[src/rtl/addr_stack_unit.sv]
module addr_stack_unit #(
  parameter logic [7:0] STACK_PAGE = 8'h01,
  parameter logic [7:0] SP_RESET   = 8'hFF
) (
  input  logic        clk,
  input  logic        rst_n,
  input  logic        start,
  input  logic [3:0]  mode,
  input  logic [7:0]  op_lo,
  input  logic [7:0]  op_hi,
  input  logic [15:0] pc_in,
  input  logic [7:0]  x_idx,
  input  logic [7:0]  y_idx,
  input  logic        cond_ok,
  input  logic [7:0]  push_data,
  output logic        mem_req,
  output logic        mem_we,
  output logic [15:0] mem_addr,
  output logic [7:0]  mem_wdata,
  input  logic [7:0]  mem_rdata,
  output logic        busy,
  output logic        done,
  output logic [15:0] ea,
  output logic [15:0] next_pc,
  output logic        pc_load,
  output logic [1:0]  br_cycles,
  output logic [7:0]  pull_data,
  output logic [7:0]  sp
);
  localparam logic [3:0] M_ZP = 4'd0, M_ZPX = 4'd1, M_ZPY = 4'd2, M_ABS = 4'd3,
    M_ABSX = 4'd4, M_ABSY = 4'd5, M_INDX = 4'd6, M_INDY = 4'd7, M_JMP = 4'd8,
    M_JIND = 4'd9, M_BR = 4'd10, M_CALL = 4'd11, M_RET = 4'd12, M_PUSH = 4'd13,
    M_PULL = 4'd14, M_SPLD = 4'd15;

  typedef enum logic [2:0] {S_IDLE, S_RD1, S_RD2, S_FIN, S_WR1, S_WR2} st_t;
  st_t st;

  logic [3:0]  md;
  logic [7:0]  b0, b1, yv, dat, lo_r;
  logic [15:0] ret;

  wire [7:0]  sp_up = sp + 8'd1;
  wire [7:0]  zx    = op_lo + x_idx;
  wire [7:0]  zy    = op_lo + y_idx;
  wire [7:0]  b0_n  = b0 + 8'd1;
  wire [15:0] word  = {mem_rdata, lo_r};
  wire [15:0] bword = {b1, b0};

  assign busy    = (st != S_IDLE);
  assign mem_req = (st != S_IDLE) && (st != S_FIN);
  assign mem_we  = (st == S_WR1) || (st == S_WR2);
  assign mem_wdata = (st == S_WR1) ? ret[15:8] : ((md == M_CALL) ? ret[7:0] : dat);

  always_comb begin
    mem_addr = 16'h0000;
    case (st)
      S_RD1: case (md)
        M_INDX, M_INDY: mem_addr = {8'h00, b0};
        M_JIND:         mem_addr = bword;
        default:        mem_addr = {STACK_PAGE, sp_up};
      endcase
      S_RD2: case (md)
        M_INDX, M_INDY: mem_addr = {8'h00, b0_n};
        M_JIND:         mem_addr = bword + 16'd1;
        default:        mem_addr = {STACK_PAGE, sp_up};
      endcase
      S_WR1, S_WR2: mem_addr = {STACK_PAGE, sp};
      default: mem_addr = 16'h0000;
    endcase
  end

  always_ff @(posedge clk) begin
    if (!rst_n) begin
      st <= S_IDLE; sp <= SP_RESET; done <= 1'b0; pc_load <= 1'b0;
      ea <= '0; next_pc <= '0; br_cycles <= '0; pull_data <= '0;
      md <= '0; b0 <= '0; b1 <= '0; yv <= '0; dat <= '0; lo_r <= '0; ret <= '0;
    end else begin
      done <= 1'b0;
      pc_load <= 1'b0;
      case (st)
        S_IDLE: if (start) begin
          md  <= mode;
          b0  <= (mode == M_INDX) ? zx : op_lo;
          b1  <= op_hi;
          yv  <= y_idx;
          dat <= push_data;
          ret <= pc_in - 16'd1;
          case (mode)
            M_ZP:   begin ea <= {8'h00, op_lo}; done <= 1'b1; end
            M_ZPX:  begin ea <= {8'h00, zx}; done <= 1'b1; end
            M_ZPY:  begin ea <= {8'h00, zy}; done <= 1'b1; end
            M_ABS:  begin ea <= {op_hi, op_lo}; done <= 1'b1; end
            M_ABSX: begin ea <= {op_hi, op_lo} + {8'h00, x_idx}; done <= 1'b1; end
            M_ABSY: begin ea <= {op_hi, op_lo} + {8'h00, y_idx}; done <= 1'b1; end
            M_JMP:  begin next_pc <= {op_hi, op_lo}; pc_load <= 1'b1; done <= 1'b1; end
            M_BR: begin
              next_pc   <= cond_ok ? pc_in + {{8{op_lo[7]}}, op_lo} : pc_in;
              br_cycles <= cond_ok ? 2'd3 : 2'd2;
              pc_load   <= 1'b1;
              done      <= 1'b1;
            end
            M_SPLD: begin sp <= x_idx; done <= 1'b1; end
            M_CALL: st <= S_WR1;
            M_PUSH: st <= S_WR2;
            default: st <= S_RD1;
          endcase
        end
        S_RD1: begin
          if (md == M_RET || md == M_PULL) sp <= sp_up;
          st <= (md == M_PULL) ? S_FIN : S_RD2;
        end
        S_RD2: begin
          lo_r <= mem_rdata;
          if (md == M_RET) sp <= sp_up;
          st <= S_FIN;
        end
        S_FIN: begin
          st <= S_IDLE;
          done <= 1'b1;
          case (md)
            M_PULL: pull_data <= mem_rdata;
            M_INDX: ea <= word;
            M_INDY: ea <= word + {8'h00, yv};
            M_JIND: begin next_pc <= word; pc_load <= 1'b1; end
            default: begin next_pc <= word + 16'd1; pc_load <= 1'b1; end
          endcase
        end
        S_WR1: begin sp <= sp - 8'd1; st <= S_WR2; end
        S_WR2: begin
          sp <= sp - 8'd1;
          st <= S_IDLE;
          done <= 1'b1;
          if (md == M_CALL) begin next_pc <= bword; pc_load <= 1'b1; end
        end
        default: st <= S_IDLE;
      endcase
    end
  end


  zp_page_chk: assert property (@(posedge clk) disable iff (!rst_n)
    done && (md == M_ZP || md == M_ZPX || md == M_ZPY) |-> ea[15:8] == 8'h00);

  ptr_page_chk: assert property (@(posedge clk) disable iff (!rst_n)
    mem_req && !mem_we && (md == M_INDX || md == M_INDY) |-> mem_addr[15:8] == 8'h00);

  wr_page_chk: assert property (@(posedge clk) disable iff (!rst_n)
    mem_we |-> mem_addr[15:8] == STACK_PAGE);

  br_cost_chk: assert property (@(posedge clk) disable iff (!rst_n)
    done && md == M_BR |-> br_cycles == ($past(cond_ok) ? 2'd3 : 2'd2));

  push_sp_chk: assert property (@(posedge clk) disable iff (!rst_n)
    done && md == M_PUSH |-> sp == $past(sp) - 8'd1);

  call_sp_chk: assert property (@(posedge clk) disable iff (!rst_n)
    done && md == M_CALL |-> sp == $past(sp, 2) - 8'd2);

  ret_sp_chk: assert property (@(posedge clk) disable iff (!rst_n)
    done && md == M_RET |-> sp == $past(sp, 3) + 8'd2);
endmodule

[config.mk]
export PLATFORM = sky130hd
export DESIGN_NAME = addr_stack_unit
export DESIGN_NICKNAME = d
export VERILOG_FILES = /design/src/rtl/addr_stack_unit.sv
export SDC_FILE = /design/constraint.sdc
export NUM_CORES = 1
export LEC_CHECK = 0
export BUFFER_PORTS_ARGS = -buffer_cell sky130_fd_sc_hd__buf_2
export CAP_MARGIN = 20
export CORE_MARGIN = 1.5
export CORE_UTILIZATION = 55
export CTS_CLUSTER_DIAMETER = 150
export CTS_CLUSTER_SIZE = 28
export DETAILED_ROUTE_END_ITERATION = 8
export HOLD_SLACK_MARGIN = 0.15
export MAX_ROUTING_LAYER = met4
export PLACE_DENSITY = 0.76
export SLEW_MARGIN = 30
export SYNTH_ARGS = -nofsm -noshare
export SYNTH_HDL_FRONTEND = slang
export SYNTH_SLANG_ARGS = --single-unit
[constraint.sdc]
create_clock -name clk -period 3.9 [get_ports clk]
set_input_delay 0 -clock clk [delete_from_list [all_inputs] [get_ports clk]]
set_output_delay 0 -clock clk [all_outputs]
set_load 0.01 [all_outputs]
# --- Word level (Yosys, flattened, before mapping) ---
# Cells that the tools add are included.
totals:
  regBits: 115
  inputBits: 72
  output_inout_bits: 79
  wordCells: 116
op_classes:
  n_addsub: 12
  n_eq_ne: 33
  mux: 34
  reduce_logical: 22
ops:
  columns: ["op", "n"]
  rows:
  - ["case mux 16 bit (2 select lines)", 6]
  - ["case mux 16 bit (3 select lines)", 2]
  - ["case mux 16 bit (6 select lines)", 1]
  - ["2-to-1 mux 16 bit", 4]
  - ["2-to-1 mux 8 bit", 7]
  - ["adder 16 x 8 -> 16 bit", 3]
  - ["== test 4 bit (second input constant)", 9]
  - ["adder 16 x 1 -> 16 bit (second input constant)", 2]
  - ["case mux 8 bit (4 select lines)", 1]
  - ["== test 4 x 3 -> 1 bit (second input constant)", 5]
  - ["adder 16 bit", 1]
  - ["adder 8 x 1 -> 8 bit (second input constant)", 2]
  - ["adder 8 bit", 2]
  - ["subtractor 16 x 1 -> 16 bit (second input constant)", 1]
  - ["case mux 3 bit (4 select lines)", 1]
  - ["inequality test 2 bit (second input constant)", 5]
  - ["AND reduction 5 bit", 2]
  - ["case mux 3 bit (3 select lines)", 1]
  - ["OR reduction 9 bit", 1]
  - ["== test 4 x 2 -> 1 bit (second input constant)", 2]
  - ["2-to-1 mux 1 bit", 8]
  - ["OR reduction 2 bit", 4]
  - ["subtractor 8 x 1 -> 8 bit (second input constant)", 1]
  - ["inequality test 7 x 1 -> 1 bit (second input constant)", 1]
  - ["21 further kinds", 29]

# --- Logic depth before layout (Yosys ltp) ---
depth:
  ltp_word: 5
  ltp_mapped: 16
  mapped_depth_nobuf: 14

# --- Least setup slack after synthesis ---
# No wires, ideal clock.
synth_path:
  path_kind: "input to register"
  start: "input port mode[1]"
  end: "register ea[14]"
  setup_ps: 120
  arrival_time_ps: 2921
  required_ps: 3780
  slack_ps: 859
  path_stages: 14
  n_path_buf: 2
  cell_sequence: "clkbuf_1 nor2_1 and3_1 clkbuf_1 mux2_2 ha_1 a21o_1 or3_1 o21ai_1 nor3b_1 xor2_1 a22oi_1 nor3_1 o31a_1"
synth_via:
  elab_chain_len: 4
  word_cells_on_any_way: 11
  classes_between: "eq/ne: 6; mux: 3; reduce/logical: 2"
synth_rtl:
  columns: ["item", "line_no", "text"]
  rows:
  - ["from (decl)", "8", "input logic [3:0] mode,"]
  - ["== test 4 x 3 -> 1 bit, or another cell as far along", "88", "case (mode)"]
  - ["case mux 16 bit (6 select lines)", "88", null]
  - ["2-to-1 mux 16 bit", "81", "S_IDLE: if (start) begin"]
  - ["case mux 16 bit (2 select lines)", "80", "case (st)"]
  - ["to (signal assigned)", "122", "M_INDX: ea <= word;"]
  - ["to (signal assigned)", "123", "M_INDY: ea <= word + {8'h00, yv};"]
  - ["to (decl)", "23", "output logic [15:0] ea,"]
# Several ways; a longest one is shown, not always the timed one. The select of a mux whose other input is x is not followed.
# A chain may end at the register's enable or synchronous reset.

# --- Worst setup path in the final report ---
layout_path:
  start: "input port mode[3]"
  end: "register ea[11]"
# The elaborated chain is that of the path after synthesis.

==> qor.txt <==
DR WL met2: 15500 um
Mapped Nets: 1395
DP Cell Count: 1571
Total Routing Usage GR: 40.7%
overall die height: 132 um
Slew @ Worst Pin: 921 ps
wire per inst: 21.0 um
largest net degree at the start of global routing: 59
CP peak stage delay: 540 ps
outcome: complete, no violations
CTS sink count: 115
Final #Nets: 1581
Ys Warns: 0
core area: 0.0165 mm^2
FMAX: 283 MHz
later-pin clock latency in the skew report: 440 ps
fin crit share: 90.6%
CTS tree: built
complex-gate fraction of the synthesized area: 28.0%
top-area cell type share of the netlist area: 25.0%
Post-CTS Resized: 0
top-count cell post-synth: nand2_1
DR top layer: met4
proportion of layout cells with a drive suffix above 1: 15.2%
met1 wire length: 14500 um
FFs w/ async S/R, synth: 0%
hold crit path type: in -> reg
drt first pass iters: 6
CTS Buf Count: 17
DRC: 0
htree depth: 4
Vias: 10706
Reg clk slew, reported paths: 60 ps
VDD IR max: 0.362 mV
Routed Antenna Nets: 0
WL final: 35400 um
Slowest cell on crit path: dlygate4sd3_1
overall power: 3.91 mW
RSZ-0062 raised after global routing: no
Rel. slew slack: 38.4%
Worst EP arrival: 3900 ps
Setup-failing EPs final: 0
Post-DP HPWL: 25100 um
Design Area, Final: 0.0115 mm^2
CP Cell Sequence: dlygate4sd3_1, buf_2, nor2_1, and3_1, mux2_2, ha_1, nand2_1, o21ai_0, a211oi_1, or3b_2, or3b_1, a21oi_1, a21oi_1, o21ai_0
Leak: 4.79 nW
GR Overflow Total: 0
Synth cell types: 77
CTS Buffer Depth: 2
Fin Clk Skew: 7.02 ps
vias per cell: 6.36
ys flop type: dfxtp_1
Max-cap violations: 0
Post-synth EDFFs: 0
IO Count: 151
Synth Area per Inst: 7.28 um^2
RD Place Congestion: 1.02
top cells by area, synth: dfxtp_1, nand2_1, a21oi_1
Synth Area in Simple Gates: 23.0%
Area growth, synth to finish: 24.3%
Cell Rows: 47
first-pass GRT wire length: 53800 um
Final Max Slew Viols: 0
Die Width: 132 um
dpl ws: 543 ps
Setup Crit Path Kind: in -> reg
fill count: 1419
Seq/Total Area, Yosys: 25.0%
Routed met3 length: 3650 um
Fin. Hold Viols: 0
XOR/XNOR Fraction of Synth Area: 6.93%
Synth top cells by count: nand2_1, nor2_1, a21oi_1, dfxtp_1, o21ai_0
root buf cell: clkbuf_16
PnR worst setup slack: 367 ps
total power per unit cell area: 341 mW/mm^2
Synth Instances: 1266
CTS Hold Bufs: 82
Final Critical Period: 3530 ps
Setup Fix Bufs, Post-CTS: 0
mux contribution to synthesized area: 4.37%
Syn Std Cell Area: 0.00922 mm^2
vias in the first global route: 9612
initial cell density of the core: 56.0%
Seq cells post-synth: 115
area leader, netlist: dfxtp_1
WP data required: 4260 ps
main combinational cell family by area after synthesis: compound AO/OA/AOI/OAI gates
Inserted Diodes: 0
crit-path max FO: 14
CP endpoint kind: flop
I/O Buffers: 150
setup TNS: 0 ps
CP Launch Type: primary input
Post-DP Area: 0.0101 mm^2
adder and majority gate portion of the synthesized area: 8.14%
antenna violations before repair: 0
Iteration-0 DRC Markers: 1242
DIE AREA: 0.0175 mm^2
Non-Filler Instances: 1684
==> cell usage in the layout, fill, tap and decap left out, types with 26 or more instances in the layout <==
master | Yosys | final
buf_2 | 7 | 150
dlygate4sd3_1 | 0 | 82
dfxtp_1 | 115 | 115
nand3_1 | 35 | 35
nor2_1 | 133 | 132
a21oi_1 | 131 | 131
xor2_1 | 36 | 36
xnor2_1 | 37 | 37
mux2i_1 | 29 | 29
a211oi_1 | 35 | 35
nor3_1 | 26 | 26
o21ai_0 | 92 | 92
nand2_1 | 175 | 175
ha_1 | 52 | 52
==> logic make-up after synthesis <==
| kind of cell | count (synthesis) |
|---|---|
| flip-flops | 115 |
| AO/OA/AOI/OAI | 408 |
| buffers and inverters | 109 |
| AND/OR/NAND/NOR | 466 |
| multiplexers | 38 |
| adder cells (fa/ha/maj) | 57 |
| XOR/XNOR | 73 |
==> final timing paths <==
kind	start	endpoint	slack (ps)	cells after the start
max	mode[3]	ea[11]	370	14
min	op_lo[7]	b0[7]	180	3
max reg2reg	st[1]	ea[6]	990	8
min reg2reg	dat[7]	dat[7]	460	2
==> report_power, final <==
group / leakage, nW / internal (mW) / switching (mW)
Sequential: 0.940 / 1.25 / 0.103
Combinational: 3.58 / 0.421 / 0.623
Clock: 0.274 / 0.914 / 0.590
==> layer usage <==
metal / GRT usage (%) / vias up
met2: 60.8 / 647
met3: 8.35 / 113
met4: 18.9 / 0
met5: - / -
met1: 52.8 / 4965
li1: - / 4981
==> final cells by class <==
cell class,instances,area (um^2),share of cell area [%]
well taps,220,275,2.40
inverters,26,97.6,0.852
repair buffers,250,1720,15.0
multi-input cells,1042,6510,56.8
clock inverters,10,83.8,0.731
clock buffers,21,470,4.10
flip-flops and latches,115,2300,20.1
==> flip-flops by register name, summed over array words and instances, names as in the netlist, 4 cells and up <==
register,flops
pull_data,8
ea,16
yv,8
md,4
dat,8
b0,8
b1,8
ret,16
lo_r,8
sp,8
next_pc,16
==> metrics by stage <==
stage | utilization [%] | hold slack (ps)
after floorplan | - | 95.6
after global routing | 69.6 | 214
after CTS | 69.6 | 169
final | 69.6 | 177
after detailed placement | 61.2 | 248
after global placement | 61.2 | 240
==> critical path, delay by kind of cell <==
kind | cells | cell delay, ps
compound gates | 5 | 780
fa+ha+maj | 1 | 340
simple gates | 5 | 1620
mux | 1 | 400
buf+inv | 2 | 740
Note: power is estimated with default switching activity, not from simulation.
